**src/rtl/ctl_blk_crc_pkg.sv**
```systemverilog
package ctl_blk_crc_pkg;
  localparam logic [15:0] CRC_POLY = 16'h1021;
  localparam logic [15:0] CRC_SEED = 16'hFFFF;

  // One byte, MSB first, no reflection
  function automatic logic [15:0] crc16_step(input logic [15:0] c, input logic [7:0] d);
    logic [15:0] r;
    r = c;
    for (int b = 7; b >= 0; b--) begin
      if (r[15] ^ d[b]) r = {r[14:0], 1'b0} ^ CRC_POLY;
      else              r = {r[14:0], 1'b0};
    end
    return r;
  endfunction
endpackage

```
**src/rtl/crc_region.sv**
```systemverilog
module crc_region
  import ctl_blk_crc_pkg::*;
#(
  parameter int OFS_W     = 8,
  parameter int CNT_W     = 9,
  parameter int HDR_BYTES = 0,
  parameter int EXP_OFS   = 0
) (
  input  logic             clk,
  input  logic             rst_n,
  input  logic             beat,
  input  logic             blk_end,
  input  logic [CNT_W-1:0] idx,
  input  logic [7:0]       byte_in,
  input  logic [OFS_W-1:0] win_start,
  input  logic [OFS_W-1:0] win_len,
  output logic [15:0]      res_crc,
  output logic             res_ok
);
  localparam int EW = CNT_W + 1;
  localparam logic [CNT_W-1:0] EXP_HI = CNT_W'(EXP_OFS);
  localparam logic [CNT_W-1:0] EXP_LO = CNT_W'(EXP_OFS + 1);

  logic [15:0]   crc_q, crc_nxt, exp_q, exp_nxt;
  logic [EW-1:0] win_end, pos;
  logic          take;

  assign win_end = EW'(win_start) + EW'(win_len) + EW'(HDR_BYTES);
  assign pos     = EW'(idx);
  assign take    = beat && (pos >= EW'(win_start)) && (pos < win_end);
  assign crc_nxt = take ? crc16_step(crc_q, byte_in) : crc_q;

  always_comb begin
    exp_nxt = exp_q;
    if (beat && idx == EXP_HI) exp_nxt[15:8] = byte_in;
    if (beat && idx == EXP_LO) exp_nxt[7:0]  = byte_in;
  end

  always_ff @(posedge clk) begin
    if (!rst_n) begin
      crc_q   <= CRC_SEED;
      exp_q   <= '0;
      res_crc <= CRC_SEED;
      res_ok  <= 1'b0;
    end else if (blk_end) begin
      crc_q   <= CRC_SEED;
      exp_q   <= '0;
      res_crc <= crc_nxt;
      res_ok  <= (crc_nxt == exp_nxt);
    end else begin
      crc_q <= crc_nxt;
      exp_q <= exp_nxt;
    end
  end


  reseed_chk: assert property (@(posedge clk) disable iff (!rst_n)
    blk_end |=> crc_q == CRC_SEED);

  outside_window_hold_chk: assert property (@(posedge clk) disable iff (!rst_n)
    (!take && !blk_end) |=> $stable(crc_q));

  result_hold_chk: assert property (@(posedge clk) disable iff (!rst_n)
    !blk_end |=> ($stable(res_crc) && $stable(res_ok)));

  idle_no_change_chk: assert property (@(posedge clk) disable iff (!rst_n)
    !beat |=> ($stable(crc_q) && $stable(exp_q)));
endmodule

```
**config.mk**
```make
export PLATFORM = sky130hd
export DESIGN_NAME = crc_region
export DESIGN_NICKNAME = d
export VERILOG_FILES = /design/src/rtl/ctl_blk_crc_pkg.sv /design/src/rtl/crc_region.sv
export SDC_FILE = /design/constraint.sdc
export NUM_CORES = 1
export LEC_CHECK = 0
export CORE_ASPECT_RATIO = 0.5
export CORE_MARGIN = 4
export CORE_UTILIZATION = 30
export CTS_BUF_LIST = sky130_fd_sc_hd__clkbuf_8
export DETAILED_ROUTE_END_ITERATION = 10
export DONT_BUFFER_PORTS = 1
export PLACE_DENSITY = 0.48
export RECOVER_POWER = 25
export SLEW_MARGIN = 10
export SYNTH_ARGS = -nofsm -noshare
export SYNTH_HDL_FRONTEND = slang
export SYNTH_SLANG_ARGS = --single-unit
```
**constraint.sdc**
```tcl
create_clock -name clk -period 5.4 [get_ports clk]
set_clock_uncertainty 0.1 [all_clocks]
set_input_delay 0.54 -clock clk [delete_from_list [all_inputs] [get_ports clk]]
set_output_delay 0.54 -clock clk [all_outputs]
set_load 0.01 [all_outputs]
```
=== Word level (Yosys, flattened, before mapping) ===
Cells that the tools add are included.

* $add $sub $neg: 1
* $lt $le $gt $ge: 2
* Equal/unequal tests: 2
* Mux-type cells: 11
* Bitwise gates (word level): 17
* Reduce and logical (&&, ||, !) cells: 6

{| class="wikitable"
|+ Operators by type and width
! kind !! number
|-
| $mux 13 || 8
|-
| $not 3->3 || 8
|-
| $eq 16x16->1 || 1
|-
| $mux 16 || 1
|-
| $mux 8 || 2
|-
| $add 8x8->9 || 1
|-
| $eq 9x1->1 const B || 1
|-
| $ge 9x8->1 || 1
|-
| $logic_not 9->1 || 1
|-
| $lt 9x9->1 || 1
|-
| $xor 1x1->1 || 8
|-
| $logic_and 1x1->1 || 4
|-
| $reduce_or 2->1 || 1
|-
| $not 1->1 || 1
|}

* Register bits after elaboration: 49
* Bits of input ports: 37
* Output and inout port bits: 17
* Word-level logic and storage cells: 43

=== Logic depth before layout (Yosys ltp) ===
Gate-level depths: netlist of the first run.

* Depth in word-level cells: 18
* Depth in mapped cells: 20
* Gate-level depth less buffers: 19

=== Least setup slack after synthesis of the first run ===
OpenSTA, ideal clock, no wires.

* Path type: input to register
* From: input port win_start[0]
* To: register res_ok
* Setup time: 0.060 ns
* Arrival: 3.766 ns
* Required time: 5.240 ns
* Path slack: 1.475 ns
* Cell stages on the path: 20
* Path buffers: 1
* Cell sequence: ha_1 > inv_1 > fa_1 > nor2b_1 > o21ai_0 > a21oi_1 > o21ai_0 > nand2b_1 > xnor2_1 > ha_1 > nand2_1 > o21ai_0 > a21oi_1 > o221ai_1 > buf_2 > mux2i_1 > xnor2_1 > nand4_1 > a2111oi_1 > a22o_1

* Longest elaborated chain between the ends: 5
* Elaborated cells on any way between the ends: 7
* Classes of those cells: 1 x add/sub; 2 x order compare; 1 x eq/ne; 1 x mux; 2 x reduce/logical

{| class="wikitable"
|+ RTL lines
! element !! RTL line !! text
|-
| start, declared || crc_region.sv:15 || <nowiki>input logic [OFS_W-1:0] win_start,</nowiki>
|-
| $add 8x8->9 / $ge 9x8->1 (equally long branches) || crc_region.sv:28, crc_region.sv:30 ||
|-
| $lt 9x9->1 / $logic_and 1x1->1 (equally long branches) || crc_region.sv:30 || <nowiki>assign take = beat && (pos >= EW'(win_start)) && (pos < win_end);</nowiki>
|-
| $logic_and 1x1->1 * || crc_region.sv:30 ||
|-
| $mux 16 * || crc_region.sv:31 || <nowiki>assign crc_nxt = take ? crc16_step(crc_q, byte_in) : crc_q;</nowiki>
|-
| $eq 16x16->1 * || crc_region.sv:49 || <nowiki>res_ok <= (crc_nxt == exp_nxt);</nowiki>
|-
| end signal, assigned || crc_region.sv:49 ||
|-
| end, declared || crc_region.sv:18 || <nowiki>output logic res_ok</nowiki>
|}

Mark *: on every way between the ends. The rest lies on a longest branch, timed or not.
A chain may end at the register's enable or synchronous reset.

=== Final worst setup path of the first run ===
Same ends and word-level chain as after synthesis.

==> metrics.md, run 1 <==
| Metric | Value |
|---|---|
| Status | finished, final reports clean |
| Die Y | 77.1 um |
| Crit path from | win_start[0] |
| Unrepaired setup endpoints after global routing | false |
| Total GRT Usage | 12.0% |
| Post-synth EDFFs | 0 |
| Area added between synthesis and finish | 6.50% |
| Worst hold margin | 0.207 ns |
| Initial antenna violation count | 0 |
| Row cnt | 24 |
| Placeable Area | 9010 um^2 |
| # clock sinks | 49 |
| Cells along the critical path | ha_1 -> inv_1 -> fa_1 -> nor2b_1 -> o21ai_0 -> a21oi_1 -> o21ai_0 -> nand2b_1 -> xnor2_1 -> ha_1 -> nand2_1 -> o21ai_0 -> a21oi_1 -> o221ai_2 -> buf_4 -> mux2i_1 -> xnor2_1 -> nand3_1 -> nor4_1 -> a22o_1 |
| Total Neg Setup Slack | 0 ns |
| Clock Tree Root | clkbuf_8 |
| Slew Viols, Final | 0 |
| Yosys reg bits | 49 |
| Post-synth ARST share | 0% |
| Peak supply drop | 0.108 mV |
| Post-synthesis sequential area ratio | 34.2% |
| Xor and xnor fraction of the mapped netlist area | 14.0% |
| Worst-path maximum fanout | 14 |
| GP Congestion | 0.838 |
| Number of global-route vias before repair | 2172 |
| Die Wd | 146 um |
| Setup Fix Bufs, Post-CTS | 0 |
| Largest net degree at the start of global routing | 36 |
| Resize count post-CTS | 0 |
| Measured slew at the worst slew-check pin | 1.02 ns |
| PwrDens | 255 nW/um^2 |
| Layout Nets | 384 |
| Period utilisation layout | 83.2% |
| DIE AREA | 11300 um^2 |
| Detail Route Antenna Nets | 0 |
| Final min period | 4.49 ns |
| Yosys warnings | 0 |
| Share of cells above drive strength 1 | 4.33% |
| Mapped Area | 2870 um^2 |
| Io pins | 54 |
| Delay-heaviest family, CP | compound AO/OA/AOI/OAI gates |
| Clock transition at the registers of the reported paths | 0.09 ns |
| Avg Inst Size Synth | 8.77 um^2 |
| Non-Filler Instances | 440 |
| CTS tree | yes |
| Number of diodes | 0 |
| Aggregate routed wire length | 6920 um |
| CP Capture Type | flop |
| Leak pwr | 0.00136 uW |
| Adder-cell area share of the yosys netlist | 11.2% |
| CP max stage delay | 0.80 ns |
| Crit Path Category | in2reg |
| R2r startpoint | crc_q[12] |
| Hold_buf cts | 0 |
| Routed vias/inst | 4.84 |
| Worst-Skew Late Latency | 0.30 ns |
| Final hold viol count | 0 |
| CP arrival | 4.64 ns |
| Grt total ovfl | 0 |
| Post-synthesis mux area share | 11.1% |
| Max_cap viols | 0 |
| Worst path slowest cell | o221ai_2 |
| Num CTS Buffers | 5 |
| Compound-gate portion of the synthesized area | 9.38% |
| Min-delay src | rst_n |
| First-pass GRT wire length | 11100 um |
| Max_slew headroom | 32.3% |
| Maximum clock insertion buffer count | 2 |
| H-tree depth | 2 |
| Overall via count from detail_route | 2130 |
| Initial DRC Count | 71 |
| Residual DRC count | 0 |
| Pre-antenna DRT Iters | 4 |
| Hold Path Class | in2reg |
| Synth Flop Type | dfxtp_1 |
| Buffers and inverters on the worst path | 2 |
| Port bufs | 0 |
| CP required | 5.55 ns |
| Hpwl dp | 5410 um |
| Final setup viols | 0 |
| Synth Area in Simple Gates | 16.1% |
| CP Launch Type | input pin |
| Most common cell type on the critical path | o21ai_0 |
| Gate Count Post-Synth | 327 |
| Initial core utilization | 31.8% |
| Distinct cell type count after synthesis | 34 |
| Fmax | 0.223 GHz |
| Routed WL per cell | 15.7 um |
| Total placed cells including tap cells | 432 |
| Main combinational cell family by area after synthesis | simple AND/OR/NAND/NOR gates |
| Syn nets | 389 |
## Yosys cell counts, types with 6 or more instances
cell type	n	share of area, %
a21oi_1	13	2.3
dfxtp_1	49	34
clkbuf_1	8	1.0
nor2_1	20	2.6
inv_1	16	2.1
mux2i_1	29	10
xnor2_1	29	8.9
ha_1	24	10
xor2_1	17	5.2
nand2b_1	6	1.3
nand2_1	55	7.2
o21ai_0	23	4.0
nand3_1	6	1.0
## layer usage
layer | GRT usage (%) | vias up | part of all wire (%)
li1 | - | 1090 | -
met1 | 16.5 | 973 | 50
met2 | 18.2 | 62 | 41
met3 | 3.53 | 5 | 8.9
met4 | 3.38 | 0 | 0.81
met5 | 0 | - | 0
## path summary, 6_finish.rpt
| check | to | slack (ns) | cells after the start |
|---|---|---|---|
| setup / recovery | res_ok | 0.91 | 20 |
| hold / removal | res_crc[5] | 0.21 | 1 |
| setup reg to reg | res_ok | 2.81 | 8 |
| hold reg to reg | exp_q[11] | 0.42 | 2 |
## worst register-to-register path, cell delays in order (launching register included)
cell,delay [ns]
dfxtp_1,0.38
xor2_1,0.35
xnor2_1,0.30
xor2_1,0.26
nor4b_1,0.09
a221oi_1,0.24
o21ai_0,0.14
a2111oi_1,0.47
a22o_1,0.20
## cell type report
cell class	count	area (um^2)
flip-flops and latches	49	981
multi-input cells	249	1780
inverters	16	60.1
fillers	953	5950
well taps	117	146
clock buffers	5	68.8
clock inverters	3	11.3
repair buffers	1	7.51
## layout by cell type, fill, tap and decap left out, types with 2 or more instances in the layout
master,instances
ha_1,24
mux2i_1,29
clkbuf_8,5
mux2i_2,2
nand2b_1,6
nand3_1,6
a21o_1,3
a211oi_1,2
xor2_1,17
dfxtp_1,49
a21oi_1,13
nor2b_1,2
nand4_2,2
nand2_1,55
nand4_1,3
xnor2_1,29
nor2_1,20
inv_1,19
o21ai_0,23
## through the flow
step	power, uW	utilization, %	area, um^2	setup WS, ns
finish	778	33.9	3050	0.908
global route	826	33.9	3050	0.588
CTS	787	33.9	3050	0.939
detailed placement	585	33.0	2970	0.651
global placement	582	33.0	2970	0.589
floorplan	548	-	2870	1.47
## sequential cells by signal (all words and copies together), names as in the netlist
name,flops
crc_q,16
exp_q,16
res_crc,16
res_ok,1
## cells by family (layout without fill, tap and decap cells)
group	count (synthesis)	after routing
compound gates	47	47
simple gates	100	100
flops	49	49
mux	31	31
xor+xnor	46	46
fa+ha+maj	25	25
buf+inv	29	25
## power breakdown
part / total (uW) / switching, uW / internal, uW
Sequential: 387 / 12.6 / 374
Clock: 201 / 115 / 86.6
Combinational: 190 / 107 / 82.7
Total: 778 / 234 / 544
No activity file was read; power rests on OpenSTA's default activity.
==> run 2, diff against run 1 <==
Settings changed: ABC_AREA from default to 1.
Clock period 5.4 ns to 4.45 ns, I/O delays scaled along.
==> run 2 against run 1 <==
  * Hold slack got worse by 0.0043 ns
  * Final cell count increased by 47%
  * Setup slack got worse by 0.10 ns
  * Sequential share of layout area decreased by 4.1 points
  * Total power increased by 30%
  * Sequential power increased by 21%
  * Via count increased by 36%
  * Design area increased by 15%
  * Synthesized cell count increased by 55%
  * Die area increased by 13%
  * Critical path type unchanged
  * Largest cell class unchanged
==> metrics.md, run 2 <==
| Metric | Value |
|---|---|
| Buffers and inverters on the worst path | 2 (unchanged) |
| Num CTS Buffers | 5 (unchanged) |
| Most common cell type on the critical path | nand2_1 (was o21ai_0) |
| Status | finished, final reports clean (unchanged) |
| Slew Viols, Final | 0 (unchanged) |
| Util after Layout | 33.6% (was 33.9%) |
| Worst-path maximum fanout | 17 (was 14) |
| Synth Flop Type | dfxtp_1 (unchanged) |
| Most frequent cells in the layout | nand2_1, inv_1, dfxtp_1 (was nand2_1, dfxtp_1, xnor2_1, mux2i_1, ha_1) |
| Period utilisation layout | 81.9% |
| Final setup viols | 0 (unchanged) |
| Initial antenna violation count | 0 (unchanged) |
| Max_slew headroom | 32.3% (about the same) |
| Pre-antenna DRT Iters | 4 (unchanged) |
| Cells along the critical path | ha_1 -> inv_1 -> fa_1 -> o21ai_0 -> a21oi_1 -> o21ai_0 -> a21o_1 -> a21oi_1 -> ha_1 -> a21o_1 -> nor2_1 -> nand2_1 -> nor2_4 -> nand3_4 -> inv_1 -> nand2_1 -> nand2_1 -> nand2_1 -> nand2_1 -> nand2_1 -> nor2_1 -> nand3_1 -> nand2_1 (was ha_1 -> inv_1 -> fa_1 -> nor2b_1 -> o21ai_0 -> a21oi_1 -> o21ai_0 -> nand2b_1 -> xnor2_1 -> ha_1 -> nand2_1 -> o21ai_0 -> a21oi_1 -> o221ai_2 -> buf_4 -> mux2i_1 -> xnor2_1 -> nand3_1 -> nor4_1 -> a22o_1) |
| First-pass GRT wire length | 14100 um (was 11100 um) |
| Placeable Area | 10400 um^2 (was 9010 um^2) |
| Hold_buf cts | 0 (unchanged) |
| Count leader, synth | nand2_1 (unchanged) |
| Yosys warnings | 0 (unchanged) |
| Worst path slowest cell | fa_1 (was o221ai_2) |
| # clock sinks | 49 (unchanged) |
| Setup Fix Bufs, Post-CTS | 0 (unchanged) |
| Aggregate routed wire length | 8960 um (was 6920 um) |
| Resize count post-CTS | 0 (unchanged) |
| Delay-heaviest family, CP | simple AND/OR/NAND/NOR gates (was compound AO/OA/AOI/OAI gates) |
| WHS Path Cells | 2 (was 1) |
| Leak pwr | 0.00189 uW (was 0.00136 uW) |
| Grt total ovfl | 0 (unchanged) |
| Hold Path Class | in2reg (unchanged) |
| Area contributors post-synth | dfxtp_1, nand2_1, inv_1 (was dfxtp_1, ha_1, mux2i_1) |
| CP max stage delay | 0.39 ns (was 0.80 ns) |
| Crit Path Category | in2reg (unchanged) |
| GP Congestion | 0.801 (was 0.838) |
| Largest net degree at the start of global routing | 33 (was 36) |
| Worst reg2reg setup slack | 2.48 ns (was 2.81 ns) |
| Final min period | 3.64 ns |
| Syn nets | 569 (was 389) |
| Area added between synthesis and finish | 6.88% (was 6.50%) |
| Post-synthesis sequential area ratio | 30.0% (was 34.2%) |
| Total Neg Setup Slack | 0 ns (unchanged) |
| Port bufs | 0 (unchanged) |
| Clock Tree Root | clkbuf_8 (unchanged) |
| Mapped Area | 3270 um^2 (was 2870 um^2) |
| R2r startpoint | crc_q[13] (was crc_q[12]) |
| Gate Count Post-Synth | 507 (was 327) |
| Layout Nets | 566 (was 384) |
| Yosys reg bits | 49 (unchanged) |
| Initial DRC Count | 146 (was 71) |
| Routed vias/inst | 4.48 (was 4.84) |
| CP required | 4.61 ns (was 5.55 ns) |
| Detail Route Antenna Nets | 0 (unchanged) |
| Number of global-route vias before repair | 2663 (was 2172) |
| Final hold viol count | 0 (unchanged) |
| H-tree depth | 2 (unchanged) |
| PwrDens | 289 nW/um^2 (was 255 nW/um^2) |
| Overall via count from detail_route | 2889 (was 2130) |
| CTS tree | yes (unchanged) |
| WHS Endpoint | exp_q[8] (was res_crc[5]) |
| Worst-Skew Late Latency | 0.31 ns (was 0.30 ns) |
| Routed WL per cell | 13.9 um (was 15.7 um) |
| Peak supply drop | 0.113 mV (was 0.108 mV) |
| Share of cells above drive strength 1 | 5.35% (was 4.33%) |
| Max_cap viols | 0 (unchanged) |
| Initial core utilization | 31.5% (was 31.8%) |
| Min-delay src | byte_in[0] (was rst_n) |
| Area leader, netlist | dfxtp_1 (unchanged) |
| CP Capture Type | flop (unchanged) |
| Reg-to-Reg End | res_ok (unchanged) |
| Commonest non-fill, non-tap cell in the layout | nand2_1 (unchanged) |
| Maximum clock insertion buffer count | 2 (unchanged) |
| CP Launch Type | input pin (unchanged) |
| Post-synth top area share | 30.0% (was 34.2%) |
| DIE AREA | 12800 um^2 (was 11300 um^2) |
| Avg Inst Size Synth | 6.46 um^2 (was 8.77 um^2) |
| Largest registers | crc_q: 16 flops, exp_q: 16 flops, res_crc: 16 flops (unchanged) |
| Post-synth ARST share | 0% (unchanged) |
| Post-synth EDFFs | 0 (unchanged) |
| CP arrival | 3.80 ns (was 4.64 ns) |
| Depth of the worst register-to-register path | 13 (was 8) |
| Unrepaired setup endpoints after global routing | false (unchanged) |
| Residual DRC count | 0 (unchanged) |
| Measured slew at the worst slew-check pin | 1.01 ns (was 1.02 ns) |
| Total GRT Usage | 14.1% (was 12.0%) |
| Post-synth top cells | nand2_1, inv_1, dfxtp_1 (was nand2_1, dfxtp_1, mux2i_1, xnor2_1, ha_1) |
| Io pins | 54 (unchanged) |
| Die Y | 81.9 um (was 77.1 um) |
| Clock transition at the registers of the reported paths | 0.10 ns (was 0.09 ns) |
| Die Wd | 156 um (was 146 um) |
| Row cnt | 26 (was 24) |
| Number of diodes | 0 (unchanged) |
| Hpwl dp | 7020 um (was 5410 um) |
| Fmax | 0.274 GHz |
| Distinct cell type count after synthesis | 33 (was 34) |
[run 2: how the worst max path moves through the flow]
stage                 startpoint     end  slack, ns  cells past startpoint
floorplan           win_start[0]  res_ok       0.95                     24
finish              win_start[0]  res_ok       0.81                     23
CTS                 win_start[0]  res_ok       0.75                     23
detailed placement  win_start[0]  res_ok       0.41                     21
global placement    win_start[0]  res_ok       0.47                     21
global route        win_start[0]  res_ok       0.38                     23
[run 2: routing by layer]
| metal | wire, um | track usage, % | up-vias |
|---|---|---|---|
| li1 | - | - | 1572 |
| met2 | 3500 | 20.7 | 67 |
| met5 | 0 | 0 | - |
| met1 | 4610 | 20.5 | 1244 |
| met3 | 741 | 3.79 | 6 |
| met4 | 113 | 3.14 | 0 |
[run 2: through the flow]
stage / cell area [um^2] / hold WS (ns) / std cells / worst slack [ns] / total power [uW]
floorplan: 3270 / 0.355 / 507 / 0.948 / 676
global placement: 3400 / 0.373 / 637 / 0.465 / 731
detailed placement: 3400 / 0.402 / 637 / 0.408 / 731
CTS: 3500 / 0.198 / 645 / 0.748 / 1030
global route: 3500 / 0.187 / 645 / 0.376 / 1080
finish: 3500 / 0.203 / 645 / 0.807 / 1010
[run 2: report_power, final]
group	internal, uW	switching [uW]
sequential	453	15.3
combinational	88.6	162
clock	128	163
[run 2: area by class of cell]
| class | instances | area (um^2) |
|---|---|---|
| tap | 140 | 175 |
| multi-input combinational | 361 | 1910 |
| clock buffer | 6 | 82.6 |
| inverter | 85 | 319 |
| fill | 1174 | 6910 |
| timing repair buffer | 2 | 15.0 |
| clock inverter | 2 | 16.3 |
| sequential | 49 | 981 |
[run 2: kinds of logic (layout without fill, tap and decap cells)]
| group | Yosys count | count (layout) | synth area share, % |
|---|---|---|---|
| XOR/XNOR | 18 | 18 | 4.81 |
| AND/OR/NAND/NOR | 267 | 267 | 35.0 |
| flip-flops | 49 | 49 | 30.0 |
| buffers and inverters | 97 | 95 | 11.7 |
| adder cells (fa/ha/maj) | 25 | 25 | 9.78 |
| AO/OA/AOI/OAI | 51 | 51 | 8.79 |
==> run 3, diff against run 2 <==
Clock period 4.45 ns to 3.5 ns, I/O delays scaled along.
==> run 3 against run 2 <==
  * Total power rose by 41%
  * Hold slack got worse by 0.10 ns
  * First-iteration DRC count rose by 5.5%
  * Via count rose by 5.2%
  * Clock power rose by 48%
  * Register-to-register slack got worse by 0.96 ns
  * Critical path type unchanged
  * Largest cell class unchanged
==> metrics.md, run 3 (same netlist as run 2, synthesis figures left out) <==
| Metric | Value |
|---|---|
| Max_cap viols | 0 (unchanged) |
| GP Congestion | 0.838 (was 0.801) |
| Clock Tree Root | clkbuf_8 (unchanged) |
| H-tree depth | 2 (unchanged) |
| Port bufs | 0 (unchanged) |
| Max_slew headroom | 32.1% (was 32.3%) |
| Fmax | 0.310 GHz |
| CP Launch Type | input pin (unchanged) |
| Worst-path maximum fanout | 7 (was 17) |
| Num CTS Buffers | 5 (unchanged) |
| Total GRT Usage | 14.4% (was 14.1%) |
| Pre-antenna DRT Iters | 4 (unchanged) |
| Final setup viols | 0 (unchanged) |
| Util after Layout | 36.3% (was 33.6%) |
| Peak supply drop | 0.162 mV (was 0.113 mV) |
| Placeable Area | 10400 um^2 (unchanged) |
| CP max stage delay | 0.41 ns (was 0.39 ns) |
| PwrDens | 375 nW/um^2 (was 289 nW/um^2) |
| Leak pwr | 0.00206 uW (was 0.00189 uW) |
| Hpwl dp | 7130 um (was 7020 um) |
| Status | finished, final reports clean (unchanged) |
| Die Y | 81.9 um (unchanged) |
| Row cnt | 26 (unchanged) |
| Overall power | 1420 uW (was 1010 uW) |
| Crit Path Category | in2reg (unchanged) |
| Overall via count from detail_route | 3038 (was 2889) |
| Layout Nets | 598 (was 566) |
| DIE AREA | 12800 um^2 (unchanged) |
| Detail Route Antenna Nets | 0 (unchanged) |
| Residual DRC count | 0 (unchanged) |
| Worst-Skew Late Latency | 0.31 ns (about the same) |
| Share of cells above drive strength 1 | 11.9% (was 5.35%) |
| Number of diodes | 0 (unchanged) |
| Routed WL per cell | 13.5 um (was 13.9 um) |
| # clock sinks | 49 (unchanged) |
| Aggregate routed wire length | 9110 um (was 8960 um) |
| Area added between synthesis and finish | 15.5% (was 6.88%) |
| Io pins | 54 (unchanged) |
| Hold_buf cts | 0 (unchanged) |
| Die Wd | 156 um (unchanged) |
| Clock transition at the registers of the reported paths | 0.10 ns (about the same) |
| CTS tree | yes (unchanged) |
| Largest net degree at the start of global routing | 33 (unchanged) |
| First-pass GRT wire length | 14500 um (was 14100 um) |
| CP required | 3.66 ns (was 4.61 ns) |
| Final min period | 3.23 ns |
| Number of global-route vias before repair | 2832 (was 2663) |
| Initial core utilization | 31.5% (unchanged) |
| Most frequent cells in the layout | nand2_1, inv_1, dfxtp_1 (unchanged) |
| Initial antenna violation count | 0 (unchanged) |
| Initial DRC Count | 154 (was 146) |
| Hold Path Class | in2reg (unchanged) |
| Measured slew at the worst slew-check pin | 1.02 ns (was 1.01 ns) |
| Largest registers | crc_q: 16 flops, exp_q: 16 flops, res_crc: 16 flops (unchanged) |
| Commonest non-fill, non-tap cell in the layout | nand2_1 (unchanged) |
| Final hold viol count | 0 (unchanged) |
| Worst path slowest cell | fa_1 (unchanged) |
| Slew Viols, Final | 0 (unchanged) |
| Period utilisation layout | 92.2% |
| Routed vias/inst | 4.49 (was 4.48) |
| Most common cell type on the critical path | nand2_1 (unchanged) |
| Grt total ovfl | 0 (unchanged) |
| CP arrival | 3.38 ns (was 3.80 ns) |
| CP Capture Type | flop (unchanged) |
| Cells along the critical path | ha_1 -> inv_1 -> fa_1 -> o21ai_2 -> a21oi_1 -> o21ai_2 -> a21o_1 -> a21oi_1 -> ha_1 -> a21o_1 -> nor2_1 -> nand2_1 -> nor2_4 -> nand3_4 -> buf_4 -> nand2_1 -> nand2_1 -> nand2_1 -> nand3_1 -> nor2_1 -> nand3_1 -> nand2_1 (was ha_1 -> inv_1 -> fa_1 -> o21ai_0 -> a21oi_1 -> o21ai_0 -> a21o_1 -> a21oi_1 -> ha_1 -> a21o_1 -> nor2_1 -> nand2_1 -> nor2_4 -> nand3_4 -> inv_1 -> nand2_1 -> nand2_1 -> nand2_1 -> nand2_1 -> nand2_1 -> nor2_1 -> nand3_1 -> nand2_1) |
| Maximum clock insertion buffer count | 2 (unchanged) |
-- run 3: changes by cell type in the layout (fill, tap and decap cells not counted), sizes merged --
cell,change
buf,+31
bufinv,+1
clkbuf,-1
clkinvlp,-1
inv,+1
nand3,+1
-- run 3: critical path, delay by kind of cell --
family	cells	cell delay, ns
AND/OR/NAND/NOR	11	1.14
buffers and inverters	2	0.25
AO/OA/AOI/OAI	6	0.78
adder cells (fa/ha/maj)	3	0.84
-- run 3: through the flow --
stage | hold WS (ns) | instance area [um^2] | cells | setup slack, ns | setup TNS [ns]
5_1_grt | 0.0941 | 3780 | 677 | -0.0127 | -0.0127
2_1_floorplan | 0.355 | 3270 | 507 | 0.0926 | 0
3_3_place_gp | 0.386 | 3600 | 663 | -0.413 | -2.28
6_report | 0.102 | 3780 | 677 | 0.273 | 0
3_5_place_dp | 0.400 | 3600 | 663 | -0.437 | -3.04
4_1_cts | 0.0911 | 3710 | 671 | 0.0265 | 0
-- run 3: final timing paths --
path                      from  cells after the start  endpoint  slack, ns
setup / recovery  win_start[0]                     22    res_ok       0.27
hold / removal      byte_in[0]                      2  exp_q[8]       0.10
setup reg to reg     crc_q[15]                     12    res_ok       1.52
hold reg to reg       exp_q[2]                      2  exp_q[2]       0.42
-- run 3: layout make-up --
cell class	count	area [um^2]
Fill cell	1186	6630
Multi-Input combinational cell	362	1940
Sequential cell	49	981
Inverter	85	319
Timing Repair Buffer	33	248
Tap cell	140	175
Clock buffer	5	68.8
Clock inverter	3	47.5
-- run 3: timing repair --
item | in CTS | in global routing
pin swaps | 0 | 3
endpoints found under the setup margin | 1 | 11
gates resized for setup | 2 | 6
cloned | 0 | 1
setup buffers | 0 | 5
-- run 3: per-layer routing --
metal / up-vias / part of all wire (%) / track usage (%) / routed length (um)
met5: - / 0 / 0 / 0
met4: 0 / 0.60 / 2.62 / 55
met3: 4 / 8.5 / 3.58 / 772
met2: 82 / 38 / 21.5 / 3460
met1: 1309 / 53 / 21.2 / 4820
li1: 1643 / - / - / -
-- run 3: where the power goes --
group / switching (uW) / internal, uW / leakage, uW / total [uW]
clock: 213 / 218 / 0.0000591 / 431
sequential: 18.6 / 576 / 0.000398 / 595
combinational: 227 / 166 / 0.00160 / 393
total: 458 / 961 / 0.00206 / 1420
